**src/rtl/dacc_pkg.sv**
```systemverilog
package dacc_pkg;
    typedef enum logic [2:0] {
        M_OFF    = 3'd0,
        M_PWCAP  = 3'd1,
        M_PERCAP = 3'd2,
        M_CAP    = 3'd3,
        M_OCB    = 3'd4,
        M_OCAB   = 3'd5,
        M_PWM    = 3'd6
    } mode_e;

    localparam int AW = 2;
    localparam logic [AW-1:0] A_CTRL = 2'd0;
    localparam logic [AW-1:0] A_REGA = 2'd1;
    localparam logic [AW-1:0] A_REGB = 2'd2;
    localparam logic [AW-1:0] A_FLAG = 2'd3;

    function automatic logic drives_pin(mode_e m);
        return (m == M_OCB) || (m == M_OCAB) || (m == M_PWM);
    endfunction

    function automatic logic is_oc(mode_e m);
        return (m == M_OCB) || (m == M_OCAB);
    endfunction

    function automatic mode_e decode_mode(logic [2:0] code);
        mode_e m;
        unique case (code)
            3'd1:    m = M_PWCAP;
            3'd2:    m = M_PERCAP;
            3'd3:    m = M_CAP;
            3'd4:    m = M_OCB;
            3'd5:    m = M_OCAB;
            3'd6:    m = M_PWM;
            default: m = M_OFF;
        endcase
        return m;
    endfunction
endpackage

```
**src/rtl/dacc_edge.sv**
```systemverilog
module dacc_edge (
    input  logic clk,
    input  logic rst_n,
    input  logic pin_in,
    input  logic fall_sel,
    output logic lead,
    output logic trail,
    output logic any_edge
);
    logic pin_q;
    logic rise;
    logic fall;

    always_ff @(posedge clk or negedge rst_n) begin
        if (!rst_n) pin_q <= 1'b0;
        else        pin_q <= pin_in;
    end

    always_comb begin
        rise     = pin_in & ~pin_q;
        fall     = ~pin_in & pin_q;
        lead     = fall_sel ? fall : rise;
        trail    = fall_sel ? rise : fall;
        any_edge = rise | fall;
    end
endmodule

```
**src/rtl/dacc_cmp.sv**
```systemverilog
module dacc_cmp #(
    parameter int TW = 16
) (
    input  logic [TW-1:0] tbase,
    input  logic [TW-1:0] ref_val,
    input  logic          armed,
    output logic          hit
);
    always_comb hit = armed && (tbase == ref_val);
endmodule

```
**src/rtl/dacc_regb.sv**
```systemverilog
module dacc_regb
    import dacc_pkg::*;
#(
    parameter int TW = 16
) (
    input  logic          clk,
    input  logic          rst_n,
    input  mode_e         mode,
    input  logic          sw_wr,
    input  logic [TW-1:0] sw_data,
    input  logic [TW-1:0] tval,
    input  logic          lead_ld,
    input  logic          commit,
    input  logic          cap_ld,
    input  logic          xfer,
    output logic [TW-1:0] b2_o,
    output logic [TW-1:0] view_o
);
    logic [TW-1:0] b1_q;
    logic [TW-1:0] b2_q;
    logic          sw_hits_b1;
    logic          sw_hits_b2;

    always_comb begin
        sw_hits_b1 = sw_wr && ((mode == M_OFF) || (mode == M_PWM));
        sw_hits_b2 = sw_wr && (mode != M_PWM);
    end

    always_ff @(posedge clk or negedge rst_n) begin
        if (!rst_n) begin
            b1_q <= '0;
        end else if (sw_hits_b1) begin
            b1_q <= sw_data;
        end else if (lead_ld) begin
            b1_q <= tval;
        end
    end

    // hardware events take priority over a software write to B2
    always_ff @(posedge clk or negedge rst_n) begin
        if (!rst_n) begin
            b2_q <= '0;
        end else if (commit) begin
            b2_q <= b1_q;
        end else if (cap_ld) begin
            b2_q <= tval;
        end else if (xfer) begin
            b2_q <= b1_q;
        end else if (sw_hits_b2) begin
            b2_q <= sw_data;
        end
    end

    always_comb begin
        b2_o   = b2_q;
        view_o = ((mode == M_OFF) || (mode == M_PWM)) ? b1_q : b2_q;
    end

    AST_OFF_MIRROR: assert property (@(posedge clk) disable iff (!rst_n)
        (mode == M_OFF && sw_wr) |=> (b1_q == b2_q));
    AST_PW_HIDDEN: assert property (@(posedge clk) disable iff (!rst_n)
        (mode == M_PWCAP && !commit && !sw_wr) |=> $stable(b2_q));
    AST_PWM_XFER: assert property (@(posedge clk) disable iff (!rst_n)
        (mode == M_PWM && xfer) |=> (b2_q == $past(b1_q)));
endmodule

```
**src/rtl/dacc_channel.sv**
```systemverilog
module dacc_channel
    import dacc_pkg::*;
#(
    parameter int TW = 16
) (
    input  logic          clk,
    input  logic          rst_n,
    input  logic [TW-1:0] tbase,
    input  logic          pin_in,
    output logic          pin_out,
    input  logic          wr_en,
    input  logic [1:0]    addr,
    input  logic [TW-1:0] wr_data,
    output logic [TW-1:0] rd_data
);
    localparam int CTRL_W = 5;

    mode_e         mode_q, mode_d;
    logic          fall_sel_q, lvl_q;
    logic [TW-1:0] rega_q;
    logic [1:0]    flag_q;
    logic          arm_a_q, arm_b_q;
    logic          pin_q, pin_d;

    logic wr_ctrl, wr_a, wr_b, wr_flg;
    logic lead, trail, any_edge;
    logic lead_ld, commit, cap_ld, xfer, per_ld;
    logic eff_arm_a, eff_arm_b, hit_a, hit_b;
    logic set_fa, set_fb;
    logic [TW-1:0] b2_val, b_view;

    always_comb begin
        wr_ctrl = wr_en && (addr == A_CTRL);
        wr_a    = wr_en && (addr == A_REGA);
        wr_b    = wr_en && (addr == A_REGB);
        wr_flg  = wr_en && (addr == A_FLAG);
    end

    // mode state: next-state logic
    always_comb begin
        mode_d = mode_q;
        if (wr_ctrl) mode_d = decode_mode(wr_data[2:0]);
    end

    // mode state: register
    always_ff @(posedge clk or negedge rst_n) begin
        if (!rst_n) begin
            mode_q     <= M_OFF;
            fall_sel_q <= 1'b0;
            lvl_q      <= 1'b0;
        end else begin
            mode_q <= mode_d;
            if (wr_ctrl) begin
                fall_sel_q <= wr_data[3];
                lvl_q      <= wr_data[4];
            end
        end
    end

    dacc_edge u_edge (
        .clk(clk), .rst_n(rst_n), .pin_in(pin_in), .fall_sel(fall_sel_q),
        .lead(lead), .trail(trail), .any_edge(any_edge)
    );

    always_comb begin
        lead_ld = 1'b0;
        commit  = 1'b0;
        per_ld  = 1'b0;
        cap_ld  = 1'b0;
        unique case (mode_q)
            M_PWCAP:  begin lead_ld = lead; commit = trail; end
            M_PERCAP: begin per_ld = lead; cap_ld = lead; end
            M_CAP:    cap_ld = any_edge;
            M_OFF, M_OCB, M_OCAB, M_PWM: ;
            default: ;
        endcase
        eff_arm_a = (mode_q == M_PWM) || (mode_q == M_OCAB && arm_a_q);
        eff_arm_b = (mode_q == M_PWM) || (is_oc(mode_q) && arm_b_q);
    end

    dacc_cmp #(.TW(TW)) u_cmp_a (.tbase(tbase), .ref_val(rega_q), .armed(eff_arm_a), .hit(hit_a));
    dacc_cmp #(.TW(TW)) u_cmp_b (.tbase(tbase), .ref_val(b2_val), .armed(eff_arm_b), .hit(hit_b));

    always_comb begin
        xfer   = (mode_q == M_PWM) && hit_a;
        set_fa = hit_a || commit;
        set_fb = hit_b || cap_ld;
    end

    dacc_regb #(.TW(TW)) u_regb (
        .clk(clk), .rst_n(rst_n), .mode(mode_q),
        .sw_wr(wr_b), .sw_data(wr_data), .tval(tbase),
        .lead_ld(lead_ld), .commit(commit), .cap_ld(cap_ld), .xfer(xfer),
        .b2_o(b2_val), .view_o(b_view)
    );

    always_ff @(posedge clk or negedge rst_n) begin
        if (!rst_n) begin
            rega_q <= '0;
        end else if (commit) begin
            rega_q <= tbase;
        end else if (per_ld) begin
            rega_q <= b2_val;
        end else if (wr_a) begin
            rega_q <= wr_data;
        end
    end

    always_ff @(posedge clk or negedge rst_n) begin
        if (!rst_n) begin
            arm_a_q <= 1'b0;
            arm_b_q <= 1'b0;
        end else if (wr_ctrl) begin
            arm_a_q <= 1'b0;
            arm_b_q <= 1'b0;
        end else begin
            if (wr_a && mode_q == M_OCAB) arm_a_q <= 1'b1;
            else if (hit_a)               arm_a_q <= 1'b0;
            if (wr_b && is_oc(mode_q))    arm_b_q <= 1'b1;
            else if (hit_b)               arm_b_q <= 1'b0;
        end
    end

    always_ff @(posedge clk or negedge rst_n) begin
        if (!rst_n) begin
            flag_q <= 2'b00;
        end else begin
            flag_q[0] <= set_fa | (flag_q[0] & ~(wr_flg & wr_data[0]));
            flag_q[1] <= set_fb | (flag_q[1] & ~(wr_flg & wr_data[1]));
        end
    end

    // output process: pin next value per mode
    always_comb begin
        pin_d = pin_q;
        unique case (mode_q)
            M_OCB:  if (hit_b) pin_d = lvl_q;
            M_OCAB, M_PWM: begin
                if (hit_b)      pin_d = 1'b0;
                else if (hit_a) pin_d = 1'b1;
            end
            M_OFF, M_PWCAP, M_PERCAP, M_CAP: pin_d = 1'b0;
            default: pin_d = 1'b0;
        endcase
    end

    always_ff @(posedge clk or negedge rst_n) begin
        if (!rst_n) pin_q <= 1'b0;
        else        pin_q <= pin_d;
    end

    always_comb begin
        pin_out = pin_q;
        unique case (addr)
            A_CTRL:  rd_data = {{(TW-CTRL_W){1'b0}}, lvl_q, fall_sel_q, mode_q};
            A_REGA:  rd_data = rega_q;
            A_REGB:  rd_data = b_view;
            default: rd_data = {{(TW-2){1'b0}}, flag_q};
        endcase
    end

    AST_ARM_ONCE: assert property (@(posedge clk) disable iff (!rst_n)
        (is_oc(mode_q) && hit_b && !wr_b && !wr_ctrl) |=> !arm_b_q);
    AST_FLAG_STICKY: assert property (@(posedge clk) disable iff (!rst_n)
        hit_b |=> flag_q[1]);
    AST_PIN_IDLE: assert property (@(posedge clk) disable iff (!rst_n)
        (!drives_pin(mode_q) && $past(!drives_pin(mode_q))) |-> !pin_q);
    AST_CAPA_FLAG: assert property (@(posedge clk) disable iff (!rst_n)
        (mode_q == M_PWCAP && trail) |=> (flag_q[0] && rega_q == $past(tbase)));
endmodule

```
**config.mk**
```make
export PLATFORM = sky130hd
export DESIGN_NAME = dacc_channel
export DESIGN_NICKNAME = d
export VERILOG_FILES = /design/src/rtl/dacc_pkg.sv /design/src/rtl/dacc_edge.sv /design/src/rtl/dacc_cmp.sv /design/src/rtl/dacc_regb.sv /design/src/rtl/dacc_channel.sv
export SDC_FILE = /design/constraint.sdc
export NUM_CORES = 1
export LEC_CHECK = 0
export BUFFER_PORTS_ARGS = -buffer_cell sky130_fd_sc_hd__buf_2
export CAP_MARGIN = 20
export CELL_PAD_IN_SITES_DETAIL_PLACEMENT = 1
export CELL_PAD_IN_SITES_GLOBAL_PLACEMENT = 1
export CORE_MARGIN = 8
export CORE_UTILIZATION = 40
export CTS_CLUSTER_SIZE = 25
export DETAILED_ROUTE_END_ITERATION = 12
export PLACE_DENSITY_LB_ADDON = 0.25
export SLEW_MARGIN = 15
export SYNTH_ARGS = -nofsm -noshare
export SYNTH_HDL_FRONTEND = slang
export SYNTH_HIERARCHICAL = 1
export SYNTH_SLANG_ARGS = --single-unit
```
**constraint.sdc**
```tcl
create_clock -name clk -period 3.2 [get_ports clk]
set_input_delay 0.48 -clock clk [delete_from_list [all_inputs] [get_ports clk]]
set_output_delay 0.48 -clock clk [all_outputs]
set_load 0.05 [all_outputs]
```
-- Yosys cells after proc, flatten, opt, wreduce, memory -nomap -nowiden
Index checks and enable logic that the tools add are counted.
- bits in registers: 59
- input port bits: 38
- logic and storage cells: 100
- equal/unequal tests: 20
- muxes and demuxes: 28
- bitwise logic cells: 13
- reductions and logical operators: 28
- operators by type and width (operator ; number):
    $mux W16 ; 10
    $pmux W16 S3 ; 1
    $eq A16 B16 Y1 ; 2
    $eq A3 B3 Y1 const B ; 6
    $pmux W3 S6 ; 1
    $mux W1 ; 14
    $logic_and A1 B1 Y1 ; 13
    $eq A3 B2 Y1 const B ; 4
    $reduce_bool A3 Y1 ; 3
    $and A1 B1 Y1 ; 6
    $eq A3 B1 Y1 const B ; 2
    $logic_or A1 B1 Y1 ; 6
    $ne A3 B3 Y1 const B ; 2
    $eq A2 B2 Y1 const B ; 2
    $not A1 Y1 ; 4
    $pmux W1 S2 ; 2
    $reduce_bool A4 Y1 ; 1
    $logic_not A3 Y1 ; 1
    $or A1 B1 Y1 ; 3
    $eq A2 B1 Y1 const B ; 1
    $logic_not A2 Y1 ; 1
    $ne A2 B2 Y1 const B ; 1
    $reduce_and A2 Y1 ; 1
    $reduce_bool A2 Y1 ; 1
    $reduce_or A2 Y1 ; 1

-- Longest topological paths before layout
- depth in word-level cells: 8
- gate-level depth with buffers: 13

-- By module
The synthesis kept the hierarchy.
- by module, submodules not included (module ; times used ; cells an instance ; area each (µm²) ; seq. area each (µm²)):
    dacc_regb ; 1 ; 197 ; 2088.3 ; 800.8
    dacc_channel ; 1 ; 214 ; 2053.2 ; 650.6
    dacc_cmp ; 2 ; 22 ; 181.4 ; 0.0
    dacc_edge ; 1 ; 8 ; 83.8 ; 25.0

-- Worst setup path after synthesis
No wires, ideal clock.
- kind: register -> output
- from: register mode_q[1]
- to: output rd_data[2]
- arrival: 2.334 ns
- data required time: 2.720 ns
- path slack: 0.386 ns
- cell stages (with the launch flop): 6
- buffers on the path: 0
- cell sequence: dfrtp_1 xor2_2 nor2_2 mux2_2 mux2i_1 o21ai_0
- cells in the longest elaborated chain, start to end: 4
- elaborated cells on any way between the ends: 5
- ends and longest elaborated chain (what ; RTL line ; text):
    from (decl) ; dacc_channel.sv:18 ; mode_e mode_q, mode_d;
    from (signal assigned) ; dacc_channel.sv:52 ; mode_q <= mode_d;
    $eq A3 B3 Y1 / $logic_not A3 Y1 (equally long branches) ; dacc_regb.sv:56 ; view_o = ((mode == M_OFF) || (mode == M_PWM)) ? b1_q : b2_q;
    $logic_or A1 B1 Y1 (*) ; dacc_regb.sv:56 ;
    $mux W16 (*) ; dacc_regb.sv:56 ;
    net b_view[2] ; dacc_channel.sv:30 ; logic [TW-1:0] b2_val, b_view;
    $pmux W16 S3 (*) ; dacc_channel.sv:154 ; unique case (addr)
    to (decl) ; dacc_channel.sv:14 ; output logic [TW-1:0] rd_data
The timed path passes the listed nets; every way through them passes the cells marked *.

-- Worst setup path in the final report
- from: register mode_q[1]
- to: output rd_data[15]
The elaborated chain is that of the path after synthesis.

==> impl_metrics.csv <==
group,metric,value,unit
sta,setup_violations,0,
critical_path,end_kind,"primary output",
final_layout,nets,549,
pwr,leakage,0.00209,µW
placement,globalplace.congestion,0.940,
hold_path,holdPathStages,1,
sta,slew_headroom,41.2,%
hold_path,holdPathEnd,"u_edge/pin_q$_DFF_PN0_",
sta,skew,6.58,ps
synth,avgSynthCellArea,9.91,µm²
clocking,clock-root-buffer,"clkbuf_16",
clocking,postCtsSetupBuffers,0,
placement,dp_slack,175,ps
synth,yosysTopAreaCell,"dfrtp_1",
clocking,clk_latency,340,ps
synth,synth-main-ff-cell,"dfrtp_1",
pwr,ir_drop,276,µV
critical_path,worstPathArrival,2540,ps
pwr,p_total,4160,µW
critical_path,r2r_end,"u_regb/b2_o[2]$_DFFE_PN0P_",
critical_path,worstPathRequired,2720,ps
synth,ys_top_cells_by_count,"59 x dfrtp_1, 36 x a21oi_1, 26 x nand2_1, 24 x xnor2_1, 23 x mux2i_1",
hold_path,hp-class,"in2reg",
placement,port_buffers,54,
sta,slew_violations,0,
route,drc,0,
placement,hpwl,12500,µm
outcome,status,"complete, no violations",
synth,synth-async-reset-ratio,100,%
sta,min_period_over_period,94.4,%
global_route,grt_first_pass_wirelength,28100,µm
global_route,antenna_found_initial,0,
global_route,grt-ovfl-total,0,
run,max_cap_violations,0,
route,vias,4337,
clocking,htree_levels,3,
final_layout,drive_gt1_share,29.2,%
final_layout,n_antenna_cell,0,
floorplanning,die_w,123,µm
clocking,tritoncts,"yes",
clocking,cts_buffer_depth,2,
global_route,grt_pass1_vias,4622,
synth,synth_top_area_share,32.2,%
synth,yosys_warnings,6,
sta,setup_slack,178,ps
synth,mappedNetlistArea,4590,µm²
floorplanning,die_area,15200,µm²
global_route,grt_max_degree,60,
synth,ys_seq_area_share,32.2,%
route,wire_per_inst,27.7,µm
sta,final_hold_viol_count,0,
route,drtAntennaViolNets,0,
floorplanning,std_cell_rows,39,
floorplanning,die_h,123,µm
synth,synth_cells,463,
critical_path,path_max_fanout,13,
floorplanning,ios,55,
critical_path,timing.rr.start,"mode_q[0]$_DFFE_PN0P_",
clocking,cts.clk_slew.worst_paths,50,ps
final_layout,syn_to_final_growth,14.5,%
critical_path,cp-start-kind,"register",
sta,period_needed,3020,ps
synth,synth_edf_count,0,
synth,syn_nets,503,
pwr,pwr_density_cell,792,nW/µm²
critical_path,r2r_cells,11,
route,dr.pass1.iters,5,
sta,fmax,0.331,GHz
hold_path,min_from,"pin_in",
critical_path,critPathKind,"reg2out",
route,drt_iter0_markers,407,
route,routed_wl,18200,µm
synth,ys_top_cells_by_area,"dfrtp_1 32%, mux2i_1 5.0%, xnor2_1 4.6%, a21oi_1 3.9%, mux2_2 3.9%",
synth,ys_seq_elements,59,
synth,synth_cell_types,59,
clocking,clock-sinks,59,
final_layout,fill_cells,1314,
route,avgViaCountPerCell,6.60,
sta,worst_slew_pin_slew,882,ps
floorplanning,core_area,11300,µm²
critical_path,r2r_slack,250,ps
global_route,track_usage,24.7,%
sta,fin_tns_setup,0,ps
clocking,cts_buffers,9,
sta,rsz0062_at_grt,"false",
floorplanning,initial_core_util,40.5,%
synth,synth.most_common_cell,"dfrtp_1",
## layout make-up
| cell class | count | area, µm² | share of cell area [%] |
|---|---|---|---|
| inverter | 9 | 33.8 | 0.643 |
| timing repair buffer | 82 | 480 | 9.14 |
| tap | 143 | 179 | 3.40 |
| clock inverter | 2 | 10.0 | 0.190 |
| multi-input combinational | 348 | 2810 | 53.5 |
| sequential | 59 | 1480 | 28.1 |
| clock buffer | 14 | 264 | 5.02 |
## worst max path at each step
stage,slack [ps],endpoint,start
global route,80,rd_data[4],mode_q[1]$_DFFE_PN0P_
CTS,150,u_regb/b2_o[2]$_DFFE_PN0P_,mode_q[0]$_DFFE_PN0P_
detailed placement,170,u_regb/b2_o[2]$_DFFE_PN0P_,mode_q[0]$_DFFE_PN0P_
global placement,400,u_regb/b2_o[9]$_DFFE_PN0P_,tbase[2]
finish,180,rd_data[15],mode_q[1]$_DFFE_PN0P_
floorplan,390,rd_data[2],mode_q[1]$_DFFE_PN0P_
## flip-flops by register name, indices dropped and copies added (netlist names)
name / flops
arm_b_q: 1
u_regb/b1_q: 16
u_regb/b2_o: 16
mode_q: 3
fall_sel_q: 1
rega_q: 16
arm_a_q: 1
flag_q: 2
u_edge/pin_q: 1
lvl_q: 1
pin_out: 1
## what timing repair did
item	4_1_cts	5_1_grt
hold buffers	0	0
gates resized for setup	0	1
setup endpoints to repair	0	13
## power breakdown
part / total, µW / internal [µW] / switching, µW
registers: 1450 / 1060 / 389
clock network: 928 / 565 / 363
logic: 1790 / 765 / 1020
## critical path: stages, from the launching register on
cell and delay (ps):
dfrtp_1 550, xor2_2 260, nor2_2 210, buf_4 320
mux2_2 420, a22o_1 220, buf_2 210
## cells in the final DEF, fill, tap and decap left out, types with 4 or more instances in the layout
cell type   n
dfrtp_1    59
buf_2      54
a21oi_1    36
buf_4      28
nand2_1    26
xnor2_1    24
mux2i_1    23
nor4_1     20
o22ai_1    17
and4b_1    16
mux2_2     16
o211ai_1   16
o32ai_1    14
nand4bb_1  13
o21ai_1    13
a22o_1     11
a211oi_2   10
o31ai_2    10
clkbuf_16   9
o21ai_0     8
nand4_1     8
xor2_1      8
inv_1       7
nor2b_1     5
nor2_1      4
o31ai_1     4
## cells by family after synthesis
logic type	count (synthesis)	synth area share, %
adders and majority gates	2	0.545
AOI/OAI and AO/OA	151	24.5
muxes	45	11.1
and+or+nand+nor	117	18.7
DFF	59	32.2
buffers and inverters	56	6.54
xor gates and xnor gates	33	6.46
## routing by layer
layer  share of wire [%]  routed length [µm]  vias up  track usage [%]
li1                    -                   -     1905                -
met1                  44                7960     2220             32.7
met2                  47                8580      181             38.2
met3                 7.0                1270       31             5.98
met4                 2.3                 412        0             9.71
met5                   0                   0        -                0
## metrics by stage
step | hold slack, ps | util (%) | instances | area (µm²)
CTS | 279 | 46.4 | 657 | 5260
finish | 289 | 46.4 | 657 | 5260
detailed placement | 491 | 44.0 | 641 | 4980
floorplan | 184 | - | 463 | 4590
global route | 286 | 46.4 | 657 | 5260
global placement | 472 | 44.0 | 641 | 4980
No activity file was read; power rests on OpenSTA's default activity.
